--- src/rtl/mc_regs_pkg.sv ---
package mc_regs_pkg;
    localparam int WORD_W = 32;
    localparam int NREG   = 9;

    localparam int IX_ENABLE = 0;
    localparam int IX_DELAY  = 1;
    localparam int IX_FSTAT  = 2;
    localparam int IX_VIDEO  = 3;
    localparam int IX_FADDR0 = 4;
    localparam int IX_FADDR1 = 5;
    localparam int IX_DIAG   = 6;
    localparam int IX_EVT0   = 7;
    localparam int IX_EVT1   = 8;

    localparam logic [WORD_W-1:0] DELAY_RST   = 32'h0000_0020;
    localparam logic [WORD_W-1:0] DELAY_WMASK = 32'h7FFF_FFFF;
    localparam logic [WORD_W-1:0] FADDR0_RST  = 32'h07C0_0000;

    localparam int FS_CE = 0;
    localparam int FS_UE = 3;
    localparam int FS_ME = 16;

    typedef enum logic [0:0] {
        IRQ_QUIET = 1'b0,
        IRQ_ALERT = 1'b1
    } irq_state_e;

    function automatic logic [WORD_W-1:0] variant_code(input int v);
        return WORD_W'(v) << 28;
    endfunction

    function automatic logic [WORD_W-1:0] enable_wmask(input int v);
        return (v == 0) ? 32'h0000_0103 : 32'h0000_0BFF;
    endfunction

    function automatic logic [WORD_W-1:0] enable_keep(input int v);
        return (v == 0) ? 32'h0000_0100 : 32'hFF00_0BFC;
    endfunction
endpackage

--- src/rtl/mc_bus_decode.sv ---
module mc_bus_decode #(
    parameter int ADDR_W = 6,
    parameter int NREG   = 9,
    localparam int IDX_W = ADDR_W - 2
) (
    input  logic [ADDR_W-1:0] addr,
    input  logic              wr,
    output logic [IDX_W-1:0]  idx,
    output logic [NREG-1:0]   wr_sel
);
    logic unused_byte_lane;
    assign unused_byte_lane = ^addr[1:0];
    assign idx = addr[ADDR_W-1:2];

    for (genvar i = 0; i < NREG; i++) begin : g_sel
        assign wr_sel[i] = wr && (idx == IDX_W'(i));
    end
endmodule

--- src/rtl/mc_fault_unit.sv ---
module mc_fault_unit
    import mc_regs_pkg::*;
(
    input  logic              clk,
    input  logic              por_n,
    input  logic              soft_rst,
    input  logic              fs_wr,
    input  logic [WORD_W-1:0] wdata,
    input  logic              chk_en,
    input  logic              ce_irq_en,
    input  logic              flt_valid,
    input  logic              flt_uncorr,
    input  logic [3:0]        flt_dword,
    input  logic [7:0]        flt_synd,
    input  logic [WORD_W-1:0] flt_info,
    input  logic [WORD_W-1:0] flt_pa,
    output logic [WORD_W-1:0] status,
    output logic [WORD_W-1:0] faddr0,
    output logic [WORD_W-1:0] faddr1,
    output logic              irq
);
    irq_state_e state_q, state_d;
    logic       raise;
    logic       busy;
    logic [WORD_W-1:0] fresh;

    assign raise = flt_valid && (flt_uncorr || (chk_en && ce_irq_en));
    assign busy  = status[FS_CE] || status[FS_UE];

    always_comb begin
        fresh            = '0;
        fresh[FS_CE]     = !flt_uncorr;
        fresh[FS_UE]     = flt_uncorr;
        fresh[7:4]       = flt_dword;
        fresh[15:8]      = flt_synd;
    end

    always_ff @(posedge clk or negedge por_n) begin
        if (!por_n) begin
            status <= '0;
            faddr0 <= FADDR0_RST;
            faddr1 <= '0;
        end else if (soft_rst) begin
            status <= '0;
            faddr0 <= FADDR0_RST;
            faddr1 <= '0;
        end else if (flt_valid) begin
            if (busy) begin
                status[FS_ME] <= 1'b1;
            end else begin
                status <= fresh;
                faddr0 <= flt_info;
                faddr1 <= flt_pa;
            end
        end else if (fs_wr) begin
            status <= wdata;
        end
    end

    // state register
    always_ff @(posedge clk or negedge por_n) begin
        if (!por_n) state_q <= IRQ_QUIET;
        else        state_q <= state_d;
    end

    // next state
    always_comb begin
        state_d = state_q;
        unique case (state_q)
            IRQ_QUIET: if (raise)           state_d = IRQ_ALERT;
            IRQ_ALERT: if (fs_wr && !raise) state_d = IRQ_QUIET;
        endcase
        if (soft_rst) state_d = IRQ_QUIET;
    end

    // outputs
    always_comb begin
        irq = (state_q == IRQ_ALERT);
    end

    a_r6_status_write_acks: assert property (@(posedge clk) disable iff (!por_n)
        (fs_wr && !flt_valid && !soft_rst) |=> !irq);
    a_r9_uncorr_raises: assert property (@(posedge clk) disable iff (!por_n)
        (flt_valid && flt_uncorr && !soft_rst) |=> irq);
    a_r10_second_fault_keeps_addr: assert property (@(posedge clk) disable iff (!por_n)
        (flt_valid && busy && !soft_rst) |=> (status[FS_ME] && $stable(faddr0) && $stable(faddr1)));
    a_r5_flush_quiets: assert property (@(posedge clk) disable iff (!por_n)
        soft_rst |=> (!irq && status == '0));
endmodule

--- src/rtl/mc_diag_window.sv ---
module mc_diag_window #(
    parameter bit PRESENT = 1'b1,
    parameter int AW      = 4,
    parameter int NBYTES  = 4,
    localparam int SEL_W  = $clog2(NBYTES)
) (
    input  logic          clk,
    input  logic          por_n,
    input  logic [AW-1:0] addr,
    input  logic          wr,
    input  logic [7:0]    wdata,
    output logic [7:0]    rdata
);
    if (PRESENT) begin : g_window
        logic [7:0]       bytes_q [NBYTES];
        logic [SEL_W-1:0] sel;
        logic             unused_high;

        assign sel         = addr[SEL_W-1:0];
        assign unused_high = ^addr[AW-1:SEL_W];

        always_ff @(posedge clk or negedge por_n) begin
            if (!por_n) begin
                for (int i = 0; i < NBYTES; i++) bytes_q[i] <= '0;
            end else if (wr) begin
                bytes_q[sel] <= wdata;
            end
        end

        assign rdata = bytes_q[sel];

        a_r13_byte_lands: assert property (@(posedge clk) disable iff (!por_n)
            wr |=> (bytes_q[$past(sel)] == $past(wdata)));
    end else begin : g_absent
        logic unused_inputs;
        assign unused_inputs = ^{clk, por_n, addr, wr, wdata};
        assign rdata = '0;
    end
endmodule

--- src/rtl/memctl_regfile.sv ---
module memctl_regfile
    import mc_regs_pkg::*;
#(
    parameter int VARIANT = 0,
    parameter int ADDR_W  = 6,
    parameter int DIAG_AW = 4
) (
    input  logic              clk,
    input  logic              por_n,
    input  logic              soft_rst,
    input  logic [ADDR_W-1:0] bus_addr,
    input  logic              bus_wr,
    input  logic [31:0]       bus_wdata,
    output logic [31:0]       bus_rdata,
    input  logic [DIAG_AW-1:0] diag_addr,
    input  logic              diag_wr,
    input  logic [7:0]        diag_wdata,
    output logic [7:0]        diag_rdata,
    input  logic              flt_valid,
    input  logic              flt_uncorr,
    input  logic [3:0]        flt_dword,
    input  logic [7:0]        flt_synd,
    input  logic [31:0]       flt_info,
    input  logic [31:0]       flt_pa,
    output logic              irq
);
    localparam int IDX_W = ADDR_W - 2;
    localparam logic [WORD_W-1:0] VCODE = variant_code(VARIANT);
    localparam logic [WORD_W-1:0] EN_WM = enable_wmask(VARIANT);
    localparam logic [WORD_W-1:0] EN_KP = enable_keep(VARIANT);
    localparam bit   HAS_DIAG          = (VARIANT == 0);

    logic [IDX_W-1:0]  idx;
    logic [NREG-1:0]   wr_sel;
    logic [WORD_W-1:0] en_q, dly_q, vid_q, dr_q, ev0_q, ev1_q;
    logic [WORD_W-1:0] fstat, fa0, fa1;

    mc_bus_decode #(.ADDR_W(ADDR_W), .NREG(NREG)) u_decode (
        .addr   (bus_addr),
        .wr     (bus_wr),
        .idx    (idx),
        .wr_sel (wr_sel)
    );

    mc_fault_unit u_fault (
        .clk        (clk),
        .por_n      (por_n),
        .soft_rst   (soft_rst),
        .fs_wr      (wr_sel[IX_FSTAT]),
        .wdata      (bus_wdata),
        .chk_en     (en_q[0]),
        .ce_irq_en  (en_q[1]),
        .flt_valid  (flt_valid),
        .flt_uncorr (flt_uncorr),
        .flt_dword  (flt_dword),
        .flt_synd   (flt_synd),
        .flt_info   (flt_info),
        .flt_pa     (flt_pa),
        .status     (fstat),
        .faddr0     (fa0),
        .faddr1     (fa1),
        .irq        (irq)
    );

    mc_diag_window #(.PRESENT(HAS_DIAG), .AW(DIAG_AW), .NBYTES(4)) u_diag (
        .clk   (clk),
        .por_n (por_n),
        .addr  (diag_addr),
        .wr    (diag_wr),
        .wdata (diag_wdata),
        .rdata (diag_rdata)
    );

    always_ff @(posedge clk or negedge por_n) begin
        if (!por_n) begin
            en_q  <= VCODE;
            dly_q <= DELAY_RST;
            vid_q <= '0;
            dr_q  <= '0;
            ev0_q <= '0;
            ev1_q <= '0;
        end else if (soft_rst) begin
            en_q  <= en_q & EN_KP;
            dly_q <= DELAY_RST;
            vid_q <= '0;
            dr_q  <= '0;
            ev0_q <= '0;
            ev1_q <= '0;
        end else begin
            if (wr_sel[IX_ENABLE]) en_q  <= VCODE | (bus_wdata & EN_WM);
            if (wr_sel[IX_DELAY])  dly_q <= bus_wdata & DELAY_WMASK;
            if (wr_sel[IX_VIDEO])  vid_q <= bus_wdata;
            if (wr_sel[IX_DIAG])   dr_q  <= bus_wdata;
            if (wr_sel[IX_EVT0])   ev0_q <= bus_wdata;
            if (wr_sel[IX_EVT1])   ev1_q <= bus_wdata;
        end
    end

    always_comb begin
        bus_rdata = '0;
        case (int'(idx))
            IX_ENABLE: bus_rdata = en_q;
            IX_DELAY:  bus_rdata = dly_q;
            IX_FSTAT:  bus_rdata = fstat;
            IX_VIDEO:  bus_rdata = vid_q;
            IX_FADDR0: bus_rdata = fa0;
            IX_FADDR1: bus_rdata = fa1;
            IX_DIAG:   bus_rdata = dr_q;
            IX_EVT0:   bus_rdata = ev0_q;
            IX_EVT1:   bus_rdata = ev1_q;
            default:   bus_rdata = '0;
        endcase
    end

    a_r2_variant_field: assert property (@(posedge clk) disable iff (!por_n)
        (wr_sel[IX_ENABLE] && !soft_rst) |=> (en_q[31:24] == VCODE[31:24]));
    a_r3_delay_top_clear: assert property (@(posedge clk) disable iff (!por_n)
        (wr_sel[IX_DELAY] && !soft_rst) |=> !dly_q[31]);
    a_r7_faddr_read_only: assert property (@(posedge clk) disable iff (!por_n)
        ((wr_sel[IX_FADDR0] || wr_sel[IX_FADDR1]) && !flt_valid && !soft_rst)
        |=> ($stable(fa0) && $stable(fa1)));
    a_r12_evt_independent: assert property (@(posedge clk) disable iff (!por_n)
        (wr_sel[IX_EVT1] && !soft_rst) |=> $stable(ev0_q));
endmodule

--- config.mk ---
export PLATFORM = sky130hd
export DESIGN_NAME = memctl_regfile
export DESIGN_NICKNAME = d
export VERILOG_FILES = /design/src/rtl/mc_regs_pkg.sv /design/src/rtl/mc_bus_decode.sv /design/src/rtl/mc_fault_unit.sv /design/src/rtl/mc_diag_window.sv /design/src/rtl/memctl_regfile.sv
export SDC_FILE = /design/constraint.sdc
export NUM_CORES = 1
export LEC_CHECK = 0
export BUFFER_PORTS_ARGS = -buffer_cell sky130_fd_sc_hd__buf_2
export CORE_MARGIN = 5
export CORE_UTILIZATION = 53
export CTS_CLUSTER_DIAMETER = 80
export DETAILED_ROUTE_END_ITERATION = 12
export PLACE_DENSITY = 0.75
export SLEW_MARGIN = 20
export SYNTH_ARGS = -nofsm -noshare
export SYNTH_HDL_FRONTEND = slang
export SYNTH_SLANG_ARGS = --single-unit
--- constraint.sdc ---
create_clock -name clk -period 1.8 [get_ports clk]
set_clock_uncertainty 0.1 [all_clocks]
set_input_delay 0.27 -clock clk [delete_from_list [all_inputs] [get_ports clk]]
set_output_delay 0.27 -clock clk [all_outputs]
set_load 0.05 [all_outputs]
==> run summary <==
Vias per cell = 6.38
EDFF count, synth = 0
Critical Path End Type = output port
Fin Setup TNS = -11.60 ns
Internal = 12000 uW
Failing checks = negative setup slack
Initial antenna violation count = 1
Top_reg_cell synth = dfrtp_1
Clock Sinks = 291
Full die area = 0.0291 mm^2
Cells after synthesis = 1345
Max cap viols = 0
Top post-synthesis cells by area = dfrtp_1 52%, nand2_1 9.1%, a21oi_1 6.6%
PortBufs = 169
Synth warnings = 0
Layout area overhead = 42.6%
R2r startpoint = u_fault.status[0]
Share of the synthesized area in the top cell type = 0.522
Status = finished with violations
Vias in the first global route = 13.8k
Worst min path class = input pin to async pin
Critical path destination = bus_rdata[31]
All-Layer GR Usage = 0.352
Yosys top cell by area = dfrtp_1
CP Max Fanout = 2
Arr. time, crit path = 1.87 ns
Achievable Freq = 0.447 GHz
Worst slew margin = 0.589
Tmin final = 2.24 ns
First-pass GRT wire length = 79300 um
CTS tree = built
PnR worst setup slack = -0.436 ns
Lkg Pwr = 0.00861 uW
CP Cell Sequence = mux2_4 -> a32oi_2 -> or2_4 -> a31oi_4 -> buf_6
#FFs+latches synth = 291
Final Core Density = 0.771
Placed Cells = 1905
Net switching power = 4460 uW
Initial Utilization = 0.541
Post-route DRC = 0
GRT overflow = 0
DR WL/cell = 25.2 um
Core area = 0.0253 mm^2
Routed WL = 53400 um
Die H = 171 um
DPL Wire Length = 33000 um
Tightest Pin Transition = 0.617 ns
DR iter-0 viols = 1799
RSZ-0062 raised after global routing = yes
Sequential cell fraction of total power = 0.433
Inserted Clock Buffers = 31
Share of flip-flops with an asynchronous set or reset = 1.00
Drt pass-1 iters = 6
Ports = 174
ANT nets after route = 0
Max H-tree Level = 1
Comb power frac = 0.171
Clk pin slew, worst setup/hold paths = 0.06 ns
Vias post-DR = 13.5k
Root buffer cell = clkbuf_16
Rows = 58
Fin crit share = 1.24
Slew Limit Fails = 0
Sw frac = 0.271
Power share of the clock group = 0.395
Power per Cell Area = 846 mW/mm^2
Mapped Nets = 1478
Largest net degree at the start of global routing = 127
CP startpoint = u_fault.faddr1[31]
Skew-Pair Late Insertion Delay = 0.56 ns
Final-report hold violation count = 0
FF-to-FF setup slack = 0.01 ns
Fin nets = 1893
Synth Cell Area = 0.0137 mm^2
GP Congestion = 0.928
Sequential area share after synthesis = 0.534
Post-synth cell types = 51
Type of origin of the critical path = register
Setup-failing EPs final = 40
Slowest Stage Delay on Critical Path = 0.45 ns
Setup Crit Path Kind = register to output port
Total power = 16500 uW
Avg Inst Size Synth = 10.2 um^2
FF-to-FF End = u_fault.faddr0[8]
Worst vdd ir = 0.000909 V
CTS Buffer Depth = 3
Fin cells = 2114
Slowest CP cell = dfrtp_2
CP required = 1.43 ns
Ratio of cells with drive above 1 in the final layout = 0.333
Die X = 171 um
Worst Reg-to-Reg Cells = 7
[registers in the layout (all words and copies together) (netlist names)]
register,flops
dly_q,31
dr_q,32
en_q,3
ev0_q,32
ev1_q,32
u_diag.g_window.bytes_q,32
u_fault.faddr0,32
u_fault.faddr1,32
u_fault.irq,1
u_fault.status,32
vid_q,32
[power groups by stage]
| stage | combinational (uW) | clock, uW | sequential (uW) |
|---|---|---|---|
| finish | 2830 | 6510 | 7150 |
| global route | 2960 | 6790 | 7160 |
| CTS | 2600 | 6480 | 7100 |
| detailed placement | 2230 | 0 | 7210 |
| global placement | 2190 | 0 | 7190 |
| floorplan | 1250 | 0 | 7120 |
[logic make-up (layout without fill, tap and decap cells)]
| kind of cell | count (synthesis) | in the layout | synth area share |
|---|---|---|---|
| muxes | 118 | 118 | 0.105 |
| DFF | 291 | 291 | 0.534 |
| buffers and inverters | 124 | 562 | 0.0401 |
| AOI/OAI and AO/OA | 379 | 379 | 0.187 |
| and+or+nand+nor | 433 | 433 | 0.134 |
| other | 0 | 1 | 0 |
[cell type report]
type | count | area, um^2
fill | 1540 | 5770
timing repair buffer | 501 | 4260
sequential | 291 | 7290
antenna | 1 | 2.50
tap | 330 | 413
inverter | 5 | 18.8
multi-input combinational | 930 | 6470
clock inverter | 11 | 133
clock buffer | 45 | 898
[layer usage]
layer | GRT usage | vias to the layer above | part of all wire
met5 | 0 | - | 0
met4 | 0.168 | 0 | 0.069
met3 | 0.0739 | 267 | 0.11
met2 | 0.561 | 1037 | 0.46
met1 | 0.463 | 6552 | 0.35
li1 | - | 5637 | -
[Yosys cell counts (all sizes together) (12+ instances only)]
library cell    n
buf            61
mux4           17
a22o           73
nand2         332
a32o           17
o31ai          14
a22oi          23
clkbuf         58
a221oi         12
dfrtp         285
nor2           27
mux2i          64
a21oi         180
mux2           37
nand3          27
[critical path, delay by kind of cell, from the launching register on]
kind,cells,cell delay [ns]
compound gates,2,0.25
buf+inv,1,0.17
flops,1,0.45
mux,1,0.28
simple gates,1,0.16
[worst min-delay path by stage]
stage | from | slack (ns) | depth (start not counted) | end
2_1_floorplan | por_n | -0.13 | 0 | dly_q[0]
3_3_place_gp | por_n | 0.10 | 1 | dly_q[11]
3_5_place_dp | por_n | 0.10 | 1 | dly_q[11]
4_1_cts | por_n | 0.13 | 2 | dr_q[7]
5_1_grt | por_n | 0.14 | 2 | ev0_q[15]
6_report | por_n | 0.12 | 2 | dly_q[11]
[per-stage QoR]
step,hold WS [ns],cell area (um^2),setup WS [ns]
finish,0.123,19500,-0.436
global route,0.140,19500,-0.458
floorplan,-0.126,14200,-0.200
detailed placement,0.103,16500,-0.524
CTS,0.127,19200,-0.416
global placement,0.100,16500,-0.492
[placed cells by master (no fill, tap or decap), types with 13 or more instances in the layout]
master,n
dlygate4sd3_1,119
nor2_1,21
mux4_2,17
buf_6,38
a32o_1,17
o31ai_1,13
a21oi_1,163
mux2i_1,61
a22o_1,73
buf_2,123
nand3_1,27
nand2_1,323
mux2_2,35
buf_12,20
clkbuf_16,32
buf_4,189
a22oi_1,16
dfrtp_1,284
[timing repair]
action / CTS / global route
hold buffers: 119 / 0
pin swaps: 38 / 19
cloned: 0 / 2
setup buffers: 10 / 23
resized for setup: 123 / 23
endpoints found under the setup margin: 40 / 77
hold endpoints to repair: 573 / 0
No activity file was read; power rests on OpenSTA's default activity.
